===== src/rtl/mtf_pkg.sv =====
package mtf_pkg;

  typedef enum logic [2:0] {
    ST_IDLE, ST_PRE, ST_DATA, ST_PAD, ST_FCS, ST_JAM, ST_BACKOFF, ST_IFG
  } tx_state_e;

  // One nibble through the reflected CRC-32, bit 0 first.
  function automatic logic [31:0] crc_step4(input logic [31:0] c, input logic [3:0] d);
    logic [31:0] r;
    r = c;
    for (int i = 0; i < 4; i++) begin
      if (r[0] ^ d[i]) r = (r >> 1) ^ 32'hEDB88320;
      else             r = r >> 1;
    end
    return r;
  endfunction

endpackage


===== src/rtl/mtf_crc.sv =====
module mtf_crc (
  input  logic        clk,
  input  logic        rst_n,
  input  logic        init,
  input  logic        en,
  input  logic [3:0]  nib,
  output logic [31:0] fcs
);
  import mtf_pkg::*;

  logic [31:0] crc_q;

  always_ff @(posedge clk) begin
    if (!rst_n || init) crc_q <= '1;
    else if (en)        crc_q <= crc_step4(crc_q, nib);
  end

  assign fcs = ~crc_q;
endmodule


===== src/rtl/mtf_backoff.sv =====
module mtf_backoff #(
  parameter int SLOT_NIBBLES = 128,
  parameter int EXP_CAP      = 10,
  parameter int AW           = 5
) (
  input  logic          clk,
  input  logic          rst_n,
  input  logic          start,
  input  logic [AW-1:0] attempt,
  output logic          done
);
  localparam int SW = (SLOT_NIBBLES > 1) ? $clog2(SLOT_NIBBLES) : 1;

  logic [15:0]        lfsr;
  logic [EXP_CAP-1:0] slots, mask;
  logic [SW-1:0]      nib;
  logic [AW-1:0]      expn;
  logic               active;

  always_comb begin
    expn = (attempt > AW'(EXP_CAP)) ? AW'(EXP_CAP) : attempt;
    mask = (EXP_CAP'(1) << expn) - EXP_CAP'(1);
  end

  assign done = active && (slots == '0);

  always_ff @(posedge clk) begin
    if (!rst_n) begin
      lfsr   <= 16'hACE1;
      slots  <= '0;
      nib    <= '0;
      active <= 1'b0;
    end else begin
      lfsr <= {lfsr[14:0], lfsr[15] ^ lfsr[13] ^ lfsr[12] ^ lfsr[10]};
      if (start) begin
        slots  <= lfsr[EXP_CAP-1:0] & mask;
        nib    <= '0;
        active <= 1'b1;
      end else if (active) begin
        if (slots == '0) active <= 1'b0;
        else if (nib == SW'(SLOT_NIBBLES - 1)) begin
          nib   <= '0;
          slots <= slots - EXP_CAP'(1);
        end else nib <= nib + SW'(1);
      end
    end
  end
endmodule


===== src/rtl/mii_tx_framer.sv =====
module mii_tx_framer #(
  parameter int       MIN_BYTES    = 60,
  parameter int       MAX_BYTES    = 1514,
  parameter int       SLOT_NIBBLES = 128,
  parameter int       IFG_NIBBLES  = 24,
  parameter int       ATTEMPTS     = 16,
  parameter int       EXP_CAP      = 10,
  parameter bit [3:0] JAM_NIBBLE   = 4'hF
) (
  input  logic       clk,
  input  logic       rst_n,
  input  logic       cfg_half_duplex,
  input  logic       cfg_pad_en,
  input  logic       cfg_huge_en,
  input  logic       s_valid,
  output logic       s_ready,
  input  logic [7:0] s_data,
  input  logic       s_last,
  output logic [3:0] mii_txd,
  output logic       mii_txen,
  input  logic       mii_crs,
  input  logic       mii_col,
  output logic       frm_done,
  output logic       frm_abort,
  output logic       tx_retry
);
  import mtf_pkg::*;

  localparam int BCW  = 16;
  localparam int AW   = $clog2(ATTEMPTS + 1);
  localparam int CNTW = $clog2((IFG_NIBBLES > 16) ? IFG_NIBBLES : 16);

  tx_state_e       state;
  logic [CNTW-1:0] cnt;
  logic            phase, cur_last, drain;
  logic [7:0]      cur;
  logic [BCW-1:0]  byte_cnt, bc_next;
  logic [AW-1:0]   attempts, att_next;
  logic [31:0]     fcs;
  logic            on_line, colhit, trunc, last_byte, take, jam_end, bo_done;

  always_comb begin
    on_line   = state inside {ST_PRE, ST_DATA, ST_PAD, ST_FCS};
    colhit    = cfg_half_duplex && mii_col && on_line;
    bc_next   = byte_cnt + BCW'(1);
    trunc     = !cfg_huge_en && !cur_last && (bc_next == BCW'(MAX_BYTES));
    last_byte = cur_last || trunc;
    take      = !colhit && (((state == ST_PRE) && (cnt == CNTW'(15))) ||
                            ((state == ST_DATA) && phase && !last_byte));
    s_ready   = take || drain;
    jam_end   = (state == ST_JAM) && (cnt == CNTW'(7));
    att_next  = attempts + AW'(1);
    frm_abort = jam_end && (att_next == AW'(ATTEMPTS));
    tx_retry  = jam_end && !frm_abort;
    frm_done  = (state == ST_FCS) && (cnt == CNTW'(7)) && !colhit;
    mii_txen  = on_line || (state == ST_JAM);
    case (state)
      ST_PRE:  mii_txd = (cnt == CNTW'(15)) ? 4'hD : 4'h5;
      ST_DATA: mii_txd = phase ? cur[7:4] : cur[3:0];
      ST_FCS:  mii_txd = fcs[{cnt[2:0], 2'b00} +: 4];
      ST_JAM:  mii_txd = JAM_NIBBLE;
      default: mii_txd = 4'h0;
    endcase
  end

  mtf_crc u_crc (
    .clk  (clk),
    .rst_n(rst_n),
    .init (state == ST_IDLE),
    .en   ((state == ST_DATA) || (state == ST_PAD)),
    .nib  (mii_txd),
    .fcs  (fcs)
  );

  mtf_backoff #(.SLOT_NIBBLES(SLOT_NIBBLES), .EXP_CAP(EXP_CAP), .AW(AW)) u_backoff (
    .clk    (clk),
    .rst_n  (rst_n),
    .start  (tx_retry),
    .attempt(att_next),
    .done   (bo_done)
  );

  always_ff @(posedge clk) begin
    if (!rst_n) begin
      state    <= ST_IDLE;
      cnt      <= '0;
      phase    <= 1'b0;
      cur      <= '0;
      cur_last <= 1'b0;
      byte_cnt <= '0;
      attempts <= '0;
      drain    <= 1'b0;
    end else begin
      if (drain && s_valid && s_last) drain <= 1'b0;
      if (colhit) begin
        state <= ST_JAM;
        cnt   <= '0;
      end else begin
        case (state)
          ST_IDLE: if (s_valid && !drain && !(cfg_half_duplex && mii_crs)) begin
            state <= ST_PRE;
            cnt   <= '0;
          end
          ST_PRE: begin
            cnt <= cnt + CNTW'(1);
            if (cnt == CNTW'(15)) begin
              state    <= ST_DATA;
              cur      <= s_data;
              cur_last <= s_last;
              phase    <= 1'b0;
              byte_cnt <= '0;
            end
          end
          ST_DATA: begin
            phase <= ~phase;
            if (phase) begin
              byte_cnt <= bc_next;
              if (last_byte) begin
                if (trunc) drain <= 1'b1;
                state <= (cfg_pad_en && (bc_next < BCW'(MIN_BYTES))) ? ST_PAD : ST_FCS;
                cnt   <= '0;
              end else begin
                cur      <= s_data;
                cur_last <= s_last;
              end
            end
          end
          ST_PAD: begin
            phase <= ~phase;
            if (phase) begin
              byte_cnt <= bc_next;
              if (bc_next == BCW'(MIN_BYTES)) begin
                state <= ST_FCS;
                cnt   <= '0;
              end
            end
          end
          ST_FCS: begin
            cnt <= cnt + CNTW'(1);
            if (cnt == CNTW'(7)) begin
              state    <= ST_IFG;
              cnt      <= '0;
              attempts <= '0;
            end
          end
          ST_JAM: begin
            cnt <= cnt + CNTW'(1);
            if (jam_end) begin
              cnt <= '0;
              if (frm_abort) begin
                attempts <= '0;
                state    <= ST_IFG;
              end else begin
                attempts <= att_next;
                state    <= ST_BACKOFF;
              end
            end
          end
          ST_BACKOFF: if (bo_done) begin
            state <= ST_IFG;
            cnt   <= '0;
          end
          ST_IFG: begin
            cnt <= cnt + CNTW'(1);
            if (cnt == CNTW'(IFG_NIBBLES - 1)) state <= ST_IDLE;
          end
          default: state <= ST_IDLE;
        endcase
      end
    end
  end
endmodule


===== config.mk =====
export PLATFORM = sky130hd
export DESIGN_NAME = mii_tx_framer
export DESIGN_NICKNAME = d
export VERILOG_FILES = /design/src/rtl/mtf_pkg.sv /design/src/rtl/mtf_crc.sv /design/src/rtl/mtf_backoff.sv /design/src/rtl/mii_tx_framer.sv
export SDC_FILE = /design/constraint.sdc
export NUM_CORES = 1
export LEC_CHECK = 0
export CORE_MARGIN = 2
export CORE_UTILIZATION = 53
export CTS_CLUSTER_DIAMETER = 100
export CTS_CLUSTER_SIZE = 25
export DETAILED_ROUTE_END_ITERATION = 10
export GPL_TIMING_DRIVEN = 0
export HOLD_SLACK_MARGIN = 0.02
export PLACE_DENSITY = 0.71
export SLEW_MARGIN = 5
export SYNTH_ARGS = -nofsm -noshare
export SYNTH_HDL_FRONTEND = slang
export SYNTH_SLANG_ARGS = --single-unit

===== constraint.sdc =====
create_clock -name clk -period 5.16 [get_ports clk]
set_input_delay 1.29 -clock clk [delete_from_list [all_inputs] [get_ports clk]]
set_output_delay 1.29 -clock clk [all_outputs]
set_load 0.02 [all_outputs]

## After elaboration in Yosys (flattened, before gate mapping)

Index checks and enable logic that the tools add are counted.

| storage, ports and cells | value |
|---|---|
| bits in writable memories | 0 |
| memories | 0 |
| bits in registers | 106 |
| output and inout bits | 9 |
| logic and storage cells | 201 |
| bits in read-only memories | 0 |
| bits in latches | 0 |

| operators by class | value |
|---|---|
| bitwise logic cells | 17 |
| multiplexer cells | 68 |
| equal/unequal tests | 37 |
| divide/modulo/power cells | 0 |
| reduce and logical (&&, ||, !) cells | 55 |
| shift operators | 2 |
| add/sub/neg operators | 6 |
| multipliers | 0 |
| $lt $le $gt $ge | 2 |

Operators with widths:

| kind | count |
|---|---|
| $mux W32 | 10 |
| $mux W5 | 12 |
| $not A13 Y14 | 4 |
| $mux W10 | 4 |
| $mux W3 | 12 |
| $pmux W5 S7 | 1 |
| $mux W16 | 2 |
| $not A32 Y32 | 1 |
| $pmux W16 S2 | 1 |
| $shiftx A32 B6 Y4 | 1 |
| $mux W8 | 3 |
| $ne A3 B3 Y1 const B | 8 |
| $pmux W3 S8 | 1 |
| $logic_and A1 B1 Y1 | 20 |
| $ne A2 B2 Y1 const B | 10 |
| $reduce_and A10 Y1 | 2 |
| $add A16 B1 Y16 const B | 1 |
| $eq A16 B11 Y1 const B | 1 |
| $eq A16 B6 Y1 const B | 1 |
| $lt A16 B6 Y1 const B | 1 |
| $pmux W4 S4 | 1 |
| $pmux W8 S2 | 1 |
| $mux W1 | 14 |
| $eq A3 B3 Y1 const B | 4 |
| other kinds (33) | 71 |

## Depth between registers and ports, before layout

Gate-level depths: netlist (run 1).

| logic depth | value |
|---|---|
| word-level depth | 17 |
| mapped depth | 12 |

## Cells and area by module

From an unflattened synthesis (run 1), not the netlist that was laid out.

| unflattened totals | value |
|---|---|
| cell total of the unflattened synthesis | 710 |
| area total of the unflattened synthesis | 6160.9 sq um |

Modules (own cells, without submodules):

| module | times used | area each (sq um) | cells an instance | sequential area each (sq um) |
|---|---|---|---|---|
| mii_tx_framer | 1 | 2869.0 | 349 | 800.8 |
| mtf_crc | 1 | 1692.9 | 178 | 640.6 |
| mtf_backoff | 1 | 1599.0 | 183 | 680.7 |

## Worst setup path after synthesis (run 1)

Ideal clock, no wire load.

| timing | value |
|---|---|
| path type | input to output |
| start | in cfg_half_duplex |
| end | out s_ready |
| arrival time | 2.549 ns |
| stages on the path | 6 |
| required time | 3.870 ns |
| slack | 1.321 ns |
| path buffers | 2 |
| path through | and2_1 clkbuf_1 or4_1 o31a_1 buf_2 nand2b_1 |

| between the ends | value |
|---|---|
| word-level cells in the longest chain between the ends | 5 |

RTL lines:

| what | line | source |
|---|---|---|
| start, declared | mii_tx_framer.sv:12 | `input logic cfg_half_duplex,` |
| $logic_and A1 B1 Y1 (2 in series) | mii_tx_framer.sv:44 | `colhit = cfg_half_duplex && mii_col && on_line;` |
| $logic_not A1 Y1 | mii_tx_framer.sv:48 | `take = !colhit && (((state == ST_PRE) && (cnt == CNTW'(15))) \|\|` |
| $logic_and A1 B1 Y1 | mii_tx_framer.sv:48 |  |
| $logic_or A1 B1 Y1 | mii_tx_framer.sv:50 | `s_ready = take \|\| drain;` |
| end, declared | mii_tx_framer.sv:16 | `output logic s_ready,` |

Every way passes these cells.

## Final worst setup path (run 1)

Ends and elaborated chain as after synthesis.

==> qor.csv, run 1 <==
metric;value;unit
Worst EP required;3.87;ns
DP Wirelength;10280;um
fin cells;861;
Multi-input gate area;3553;sq um
WL/cell;16.36;um
Core ar.;10840;sq um
Final Util;60.51;%
ys flop type;dfxtp_1;
clock sinks;106;
Register Area;2122;sq um
critical-path maximum fanout;10;
Critical Path, Cell by Cell;clkdlybuf4s50_1, and2_1, o21ai_1, nand2_1, o31a_1, buf_2, nand2b_1, clkdlybuf4s50_1;
Final setup viols;0;
CTS Buf Count;9;
#FFs+latches synth;106;
type of origin of the critical path;primary input;
Die H;109.6;um
EDFF count, synth;0;
ANT nets after route;0;
clk slew on worst S/H paths;0.10;ns
Max Clk Rate;204.0;MHz
Tcrit/Tclk final;95.02;%
Rel. slew slack;47.90;%
design area;6560;sq um
GRT Total Usage;25.11;%
status;finished, final reports clean;
Slew @ Worst Pin;0.7760;ns
CP max stage delay;0.61;ns
Vias/cell;5.841;
GP Congestion;0.9296;
post-synthesis sequential area ratio;35.92;%
crit end category;output port;
Arr. time, crit path;3.61;ns
RSZ-0062 raised after global routing;no;
Lkg Pwr;2.541;nW
Ys Warns;0;
CTS root buf;clkbuf_8;
Routed WL;14090;um
area grow syn2layout;11.03;%
dpl cells;847;
Syn Std Cell Area;5908;sq um
total gr overflow;0;
largest net degree at the start of global routing;18;
Setup TNS;0;ns
async set-reset flop share out of synthesis;0;%
vias in the first global route;4787;
DR iter-0 viols;419;
crit-path most repeated cell;clkdlybuf4s50_1;
drt pass-1 iters;5;
final net count;745;
row cnt;38;
HP Class;flip-flop to flip-flop;
maxcap violations;0;
first-pass GRT wire length;23460;um
critical setup path kind;primary input to output port;
worst IR drop on VDD;233.5;uV
die area;12010;sq um
Vias;5029;
Clock Skew;0.01644;ns
Final Hold Vio Count;0;
Mapped Nets;710;
post-synth cell types;59;
fillcell total;966;
Mapped Avg Cell Area;8.663;sq um
ANT cells;0;
IO buf count;25;
slowest stage cell on the critical path;clkdlybuf4s50_1;
fraction of layout cells with a size suffix above 1;7.212;%
maximum clock insertion buffer count;2;
Gate Count Post-Synth;682;
drt drc;0;
I/O Pins;26;
Clock Latency Late Sink;0.39;ns
Tmin final;4.903;ns
die width;109.6;um
initial core utilization;54.50;%
Clock H-tree levels;3;
fin. max-slew vios;0;
DP Area;6334;sq um
CTS tree;built;
Post-CTS Setup Inserts;0;
initial antenna violation count;0;
pwr dens;340.1;nW/um^2
critical path, delay by kind of cell:
family / cells / cell delay [ns]
AO/OA/AOI/OAI: 2 / 0.52
buffers and inverters: 3 / 1.27
AND/OR/NAND/NOR: 3 / 0.53
synth_stat cells, drive strengths merged (7+ instances only):
cell type | instances | area (sq um)
a211oi | 11 | 82.58
a21oi | 28 | 140.1
and2 | 12 | 75.07
buf | 12 | 67.56
clkbuf | 28 | 105.1
dfxtp | 106 | 2122
ha | 11 | 137.6
inv | 18 | 67.56
mux2i | 19 | 190.2
mux4 | 8 | 191.4
nand2 | 85 | 319.1
nand2b | 14 | 87.58
nand3 | 30 | 150.1
nor2 | 69 | 259.0
nor2b | 11 | 68.82
nor3 | 17 | 85.08
nor4 | 7 | 43.79
o211ai | 13 | 97.59
o21ai | 38 | 190.2
xnor2 | 44 | 407.9
xnor3 | 7 | 157.7
xor2 | 18 | 214.0
registers in the layout (all words and copies together), names as in the netlist:
name	flops
attempts	5
byte_cnt	16
cnt	5
cur	8
cur_last	1
drain	1
phase	1
state	3
u_backoff.active	1
u_backoff.lfsr	16
u_backoff.nib	7
u_backoff.slots	10
u_crc.crc_q	32
final timing paths:
kind	startpoint	cells after the start	endpoint	slack, ns
hold / removal	u_backoff.lfsr[14]$_SDFF_PN0_	1	u_backoff.lfsr[15]$_SDFF_PN1_	0.42
setup reg to reg	attempts[0]$_SDFFE_PN0P_	12	u_backoff.slots[8]$_SDFFE_PN0P_	1.82
hold reg to reg	u_backoff.lfsr[14]$_SDFF_PN0_	1	u_backoff.lfsr[15]$_SDFF_PN1_	0.42
setup / recovery	cfg_half_duplex	8	s_ready	0.26
what timing repair did:
| item | 4_1_cts | 5_1_grt |
|---|---|---|
| hold buffers | 0 | 0 |
| resized for setup | 0 | 3 |
| endpoints found under the setup margin | 0 | 1 |
metrics by stage:
| stage | power (W) | setup WS (ns) | hold slack (ns) |
|---|---|---|---|
| detailed placement | 0.001657 | 0.07117 | 0.3978 |
| global placement | 0.001645 | 0.07918 | 0.3883 |
| finish | 0.002231 | 0.2569 | 0.4213 |
| CTS | 0.002236 | 0.05783 | 0.4217 |
| floorplan | 0.001480 | 1.321 | 0.3863 |
| global route | 0.002346 | 0.1097 | 0.4576 |
kinds of logic after synthesis:
kind of cell,count (synthesis),share of synthesized area [%]
compound gates,131,15.21
xor+xnor,69,13.19
fa+ha+maj,11,2.329
buf+inv,58,4.066
flops,106,35.92
mux,30,7.031
simple gates,277,22.26
placed cells by master, fill, tap and decap left out, types with 6 or more instances in the layout:
cell	count
a211oi_1	11
a21oi_1	28
and2_1	12
buf_2	6
clkbuf_1	27
clkbuf_8	10
clkdlybuf4s50_1	25
dfxtp_1	106
ha_1	10
inv_1	17
mux2i_1	19
nand2_1	85
nand2b_1	14
nand3_1	30
nor2_1	69
nor2b_1	11
nor3_1	16
nor4_1	7
o211ai_1	13
o21ai_0	29
o21ai_1	9
o31ai_1	6
or2_2	6
xnor2_1	41
xnor3_1	7
xor2_1	15
metal layers:
metal	global-route usage, %	part of all wire, %
met5	0	0
met4	7.324	1.6
met2	38.45	45
met3	6.106	5.5
met1	35.19	48
layout make-up:
class,count,area share (%)
multi-input combinational,518,54.17
sequential,106,32.35
timing repair buffer,25,3.815
tap,140,2.670
buffer,39,2.575
clock buffer,10,2.098
clock inverter,5,1.297
inverter,18,1.030
report_power, final:
group | switching (W) | internal (W) | leakage, nW | total, W
Sequential | 0.0000335 | 0.000851 | 0.860 | 0.000884
Combinational | 0.000426 | 0.000339 | 1.57 | 0.000765
Clock | 0.000294 | 0.000288 | 0.109 | 0.000582
Total | 0.000753 | 0.00148 | 2.54 | 0.00223
No activity file was read; power rests on OpenSTA's default activity.
==> inputs of run 2 (changes only) <==
- RECOVER_POWER: default -> 100
==> run 2 against run 1 <==
Net effect: utilization shrank 0.54 points; wire length grew 0.68%; register-to-register slack lost 1.0 ns; worst hold slack gained 0.00074 ns; fmax shrank 0.67%.
==> qor.csv, run 2 (synthesis gave the netlist of run 1 again) <==
metric;value;unit;change
Core ar.;10840;sq um;unchanged
reg2reg end;u_crc.crc_q[24]$_SDFFE_PP1N_;;was u_backoff.slots[8]$_SDFFE_PN0P_
RSZ-0062 raised after global routing;no;;unchanged
row cnt;38;;unchanged
type of origin of the critical path;flip-flop;;was primary input
Final Hold Vio Count;0;;unchanged
Clock Latency Late Sink;0.39;ns;about the same
slowest stage cell on the critical path;dlygate4sd3_1;;was clkdlybuf4s50_1
Largest Register;u_crc.crc_q;;unchanged
DP Wirelength;10280;um;unchanged
ANT nets after route;0;;unchanged
critical setup path kind;flip-flop to output port;;was primary input to output port
initial antenna violation count;0;;unchanged
Rel. slew slack;9.387;%;was 47.90%
maximum clock insertion buffer count;2;;unchanged
drt drc;0;;unchanged
status;finished, final reports clean;;unchanged
Vias;5021;;was 5,029
Setup TNS;0;ns;unchanged
DP Area;6334;sq um;unchanged
total gr overflow;0;;unchanged
Arr. time, crit path;3.65;ns;was 3.61 ns
Slew @ Worst Pin;1.355;ns;was 0.7760 ns
CP top delay family;buffers and inverters;;unchanged
ANT cells;0;;unchanged
crit end category;output port;;unchanged
clk slew on worst S/H paths;0.11;ns;was 0.10 ns
maxcap violations;0;;unchanged
GP Congestion;0.9296;;unchanged
Routed WL;14190;um;was 14,090 um
critical-path maximum fanout;10;;unchanged
Setup crit start;cnt[0]$_SDFFE_PP0P_;;was cfg_half_duplex
most common cell after layout, fill and taps aside;dfxtp_1;;unchanged
setup ws final;0.2238;ns;was 0.2569 ns
Final Total Pwr;0.002201;W;was 0.002231 W
CTS tree;built;;unchanged
IO buf count;25;;unchanged
number of flip-flops in the largest register;32;;unchanged
clock sinks;106;;unchanged
Crit path depth;5;;was 8
first-pass GRT wire length;23460;um;unchanged
WL/cell;16.48;um;was 16.36 um
fin. max-slew vios;0;;unchanged
top flop regs;u_crc.crc_q x32, byte_cnt x16, u_backoff.lfsr x16;;unchanged
Die H;109.6;um;unchanged
reg2reg path depth;9;;was 12
Max Clk Rate;202.6;MHz;was 204.0 MHz
Critical Path, Cell by Cell;clkbuf_1, mux4_1, mux2_2, o221ai_1, dlygate4sd3_1;;was clkdlybuf4s50_1, and2_1, o21ai_1, nand2_1, o31a_1, buf_2, nand2b_1, clkdlybuf4s50_1
Post-CTS Setup Inserts;0;;unchanged
initial core utilization;54.50;%;unchanged
I/O Pins;26;;unchanged
Clock H-tree levels;3;;unchanged
Worst EP required;3.87;ns;about the same
Final setup viols;0;;unchanged
RR Startpoint;cnt[0]$_SDFFE_PP0P_;;was attempts[0]$_SDFFE_PN0P_
vias in the first global route;4787;;unchanged
GRT Total Usage;25.11;%;unchanged
Tcrit/Tclk final;95.66;%;was 95.02%
Lkg Pwr;2.531;nW;was 2.541 nW
design area;6501;sq um;was 6560 sq um
die area;12010;sq um;unchanged
pre-CTS setup slack;0.07117;ns;unchanged
worst IR drop on VDD;233.1;uV;was 233.5 uV
CP max stage delay;0.77;ns;was 0.61 ns
Vias/cell;5.832;;was 5.841
area grow syn2layout;10.04;%;was 11.03%
drt pass-1 iters;5;;unchanged
die width;109.6;um;unchanged
Fin Hold WS;0.4220;ns;was 0.4213 ns
CTS root buf;clkbuf_8;;unchanged
Clock Skew;0.01715;ns;was 0.01644 ns
largest net degree at the start of global routing;18;;unchanged
final net count;745;;unchanged
CTS Buf Count;9;;unchanged
Tmin final;4.936;ns;was 4.903 ns
pwr dens;338.6;nW/um^2;was 340.1 nW/um^2
DR iter-0 viols;425;;was 419
crit path to;mii_txd[2];;was s_ready
register-to-register setup slack;0.82;ns;was 1.82 ns
fraction of layout cells with a size suffix above 1;6.241;%;was 7.212%
HP Class;flip-flop to flip-flop;;unchanged
most frequent cells in the layout;106 x dfxtp_1, 85 x nand2_1, 69 x nor2_1;;unchanged
Buf+Inv Stages, Crit Path;2;;was 3
==> run 2: cell types whose count changed in the layout (fill, tap and decap cells not counted), sizes merged <==
cell / before / now
clkdlybuf4s50: 25 / 17
dlygate4sd3: 0 / 8
buf: 12 / 9
clkbuf: 37 / 40
==> run 2: worst min path at each step <==
stage                             startpoint                       endpoint  slack (ns)  cells past startpoint
6_report       u_backoff.lfsr[14]$_SDFF_PN0_  u_backoff.lfsr[15]$_SDFF_PN1_        0.42                      1
5_1_grt        u_backoff.lfsr[14]$_SDFF_PN0_  u_backoff.lfsr[15]$_SDFF_PN1_        0.46                      1
4_1_cts        u_backoff.lfsr[14]$_SDFF_PN0_  u_backoff.lfsr[15]$_SDFF_PN1_        0.42                      1
3_5_place_dp   u_backoff.lfsr[14]$_SDFF_PN0_  u_backoff.lfsr[15]$_SDFF_PN1_        0.40                      1
3_3_place_gp   u_backoff.lfsr[14]$_SDFF_PN0_  u_backoff.lfsr[15]$_SDFF_PN1_        0.39                      1
2_1_floorplan  u_backoff.lfsr[14]$_SDFF_PN0_  u_backoff.lfsr[15]$_SDFF_PN1_        0.39                      1
==> run 2: area by class of cell <==
cell class | count | area (sq um)
plain buffers | 39 | 161.4
clock buffers | 10 | 137.6
clock inverters | 5 | 85.08
fillers | 976 | 4339
inverters | 18 | 67.56
multi-input cells | 518 | 3502
flip-flops and latches | 106 | 2122
well taps | 140 | 175.2
repair buffers | 25 | 250.2
==> run 2: stage by stage <==
| step | utilization [%] | cells |
|---|---|---|
| finish | 59.97 | 861 |
| CTS | 60.48 | 862 |
| global placement | 58.43 | 847 |
| floorplan | - | 682 |
| detailed placement | 58.43 | 847 |
| global route | 59.97 | 861 |
==> run 2: power breakdown <==
part           internal, W  switching, W  total [W]
clock network     0.000288      0.000293   0.000581
logic             0.000321      0.000416   0.000737
registers         0.000851     0.0000328   0.000884
total              0.00146      0.000741    0.00220
==> run 2: per-layer routing <==
| layer | track usage, % | vias to the layer above | share of wire, % |
|---|---|---|---|
| li1 | - | 2465 | - |
| met1 | 35.19 | 2382 | 48 |
| met2 | 38.45 | 146 | 45 |
| met3 | 6.106 | 28 | 5.3 |
| met4 | 7.324 | 0 | 1.9 |
| met5 | 0 | - | 0 |
==> run 2: repair_timing <==
item | 4_1_cts | 5_1_grt
endpoints found under the hold margin | 0 | 0
hold buffers | 0 | 0
setup endpoints to repair | 0 | 1
gates resized for setup | 0 | 3
==> run 2: worst register-to-register path, delay by kind of cell, from the launching register on <==
kind                   cells  cell delay, ns
AO/OA/AOI/OAI              2            0.23
XOR/XNOR                   3            2.11
buffers and inverters      1            0.51
flip-flops                 1            0.51
multiplexers               2            0.75
AND/OR/NAND/NOR            1            0.11
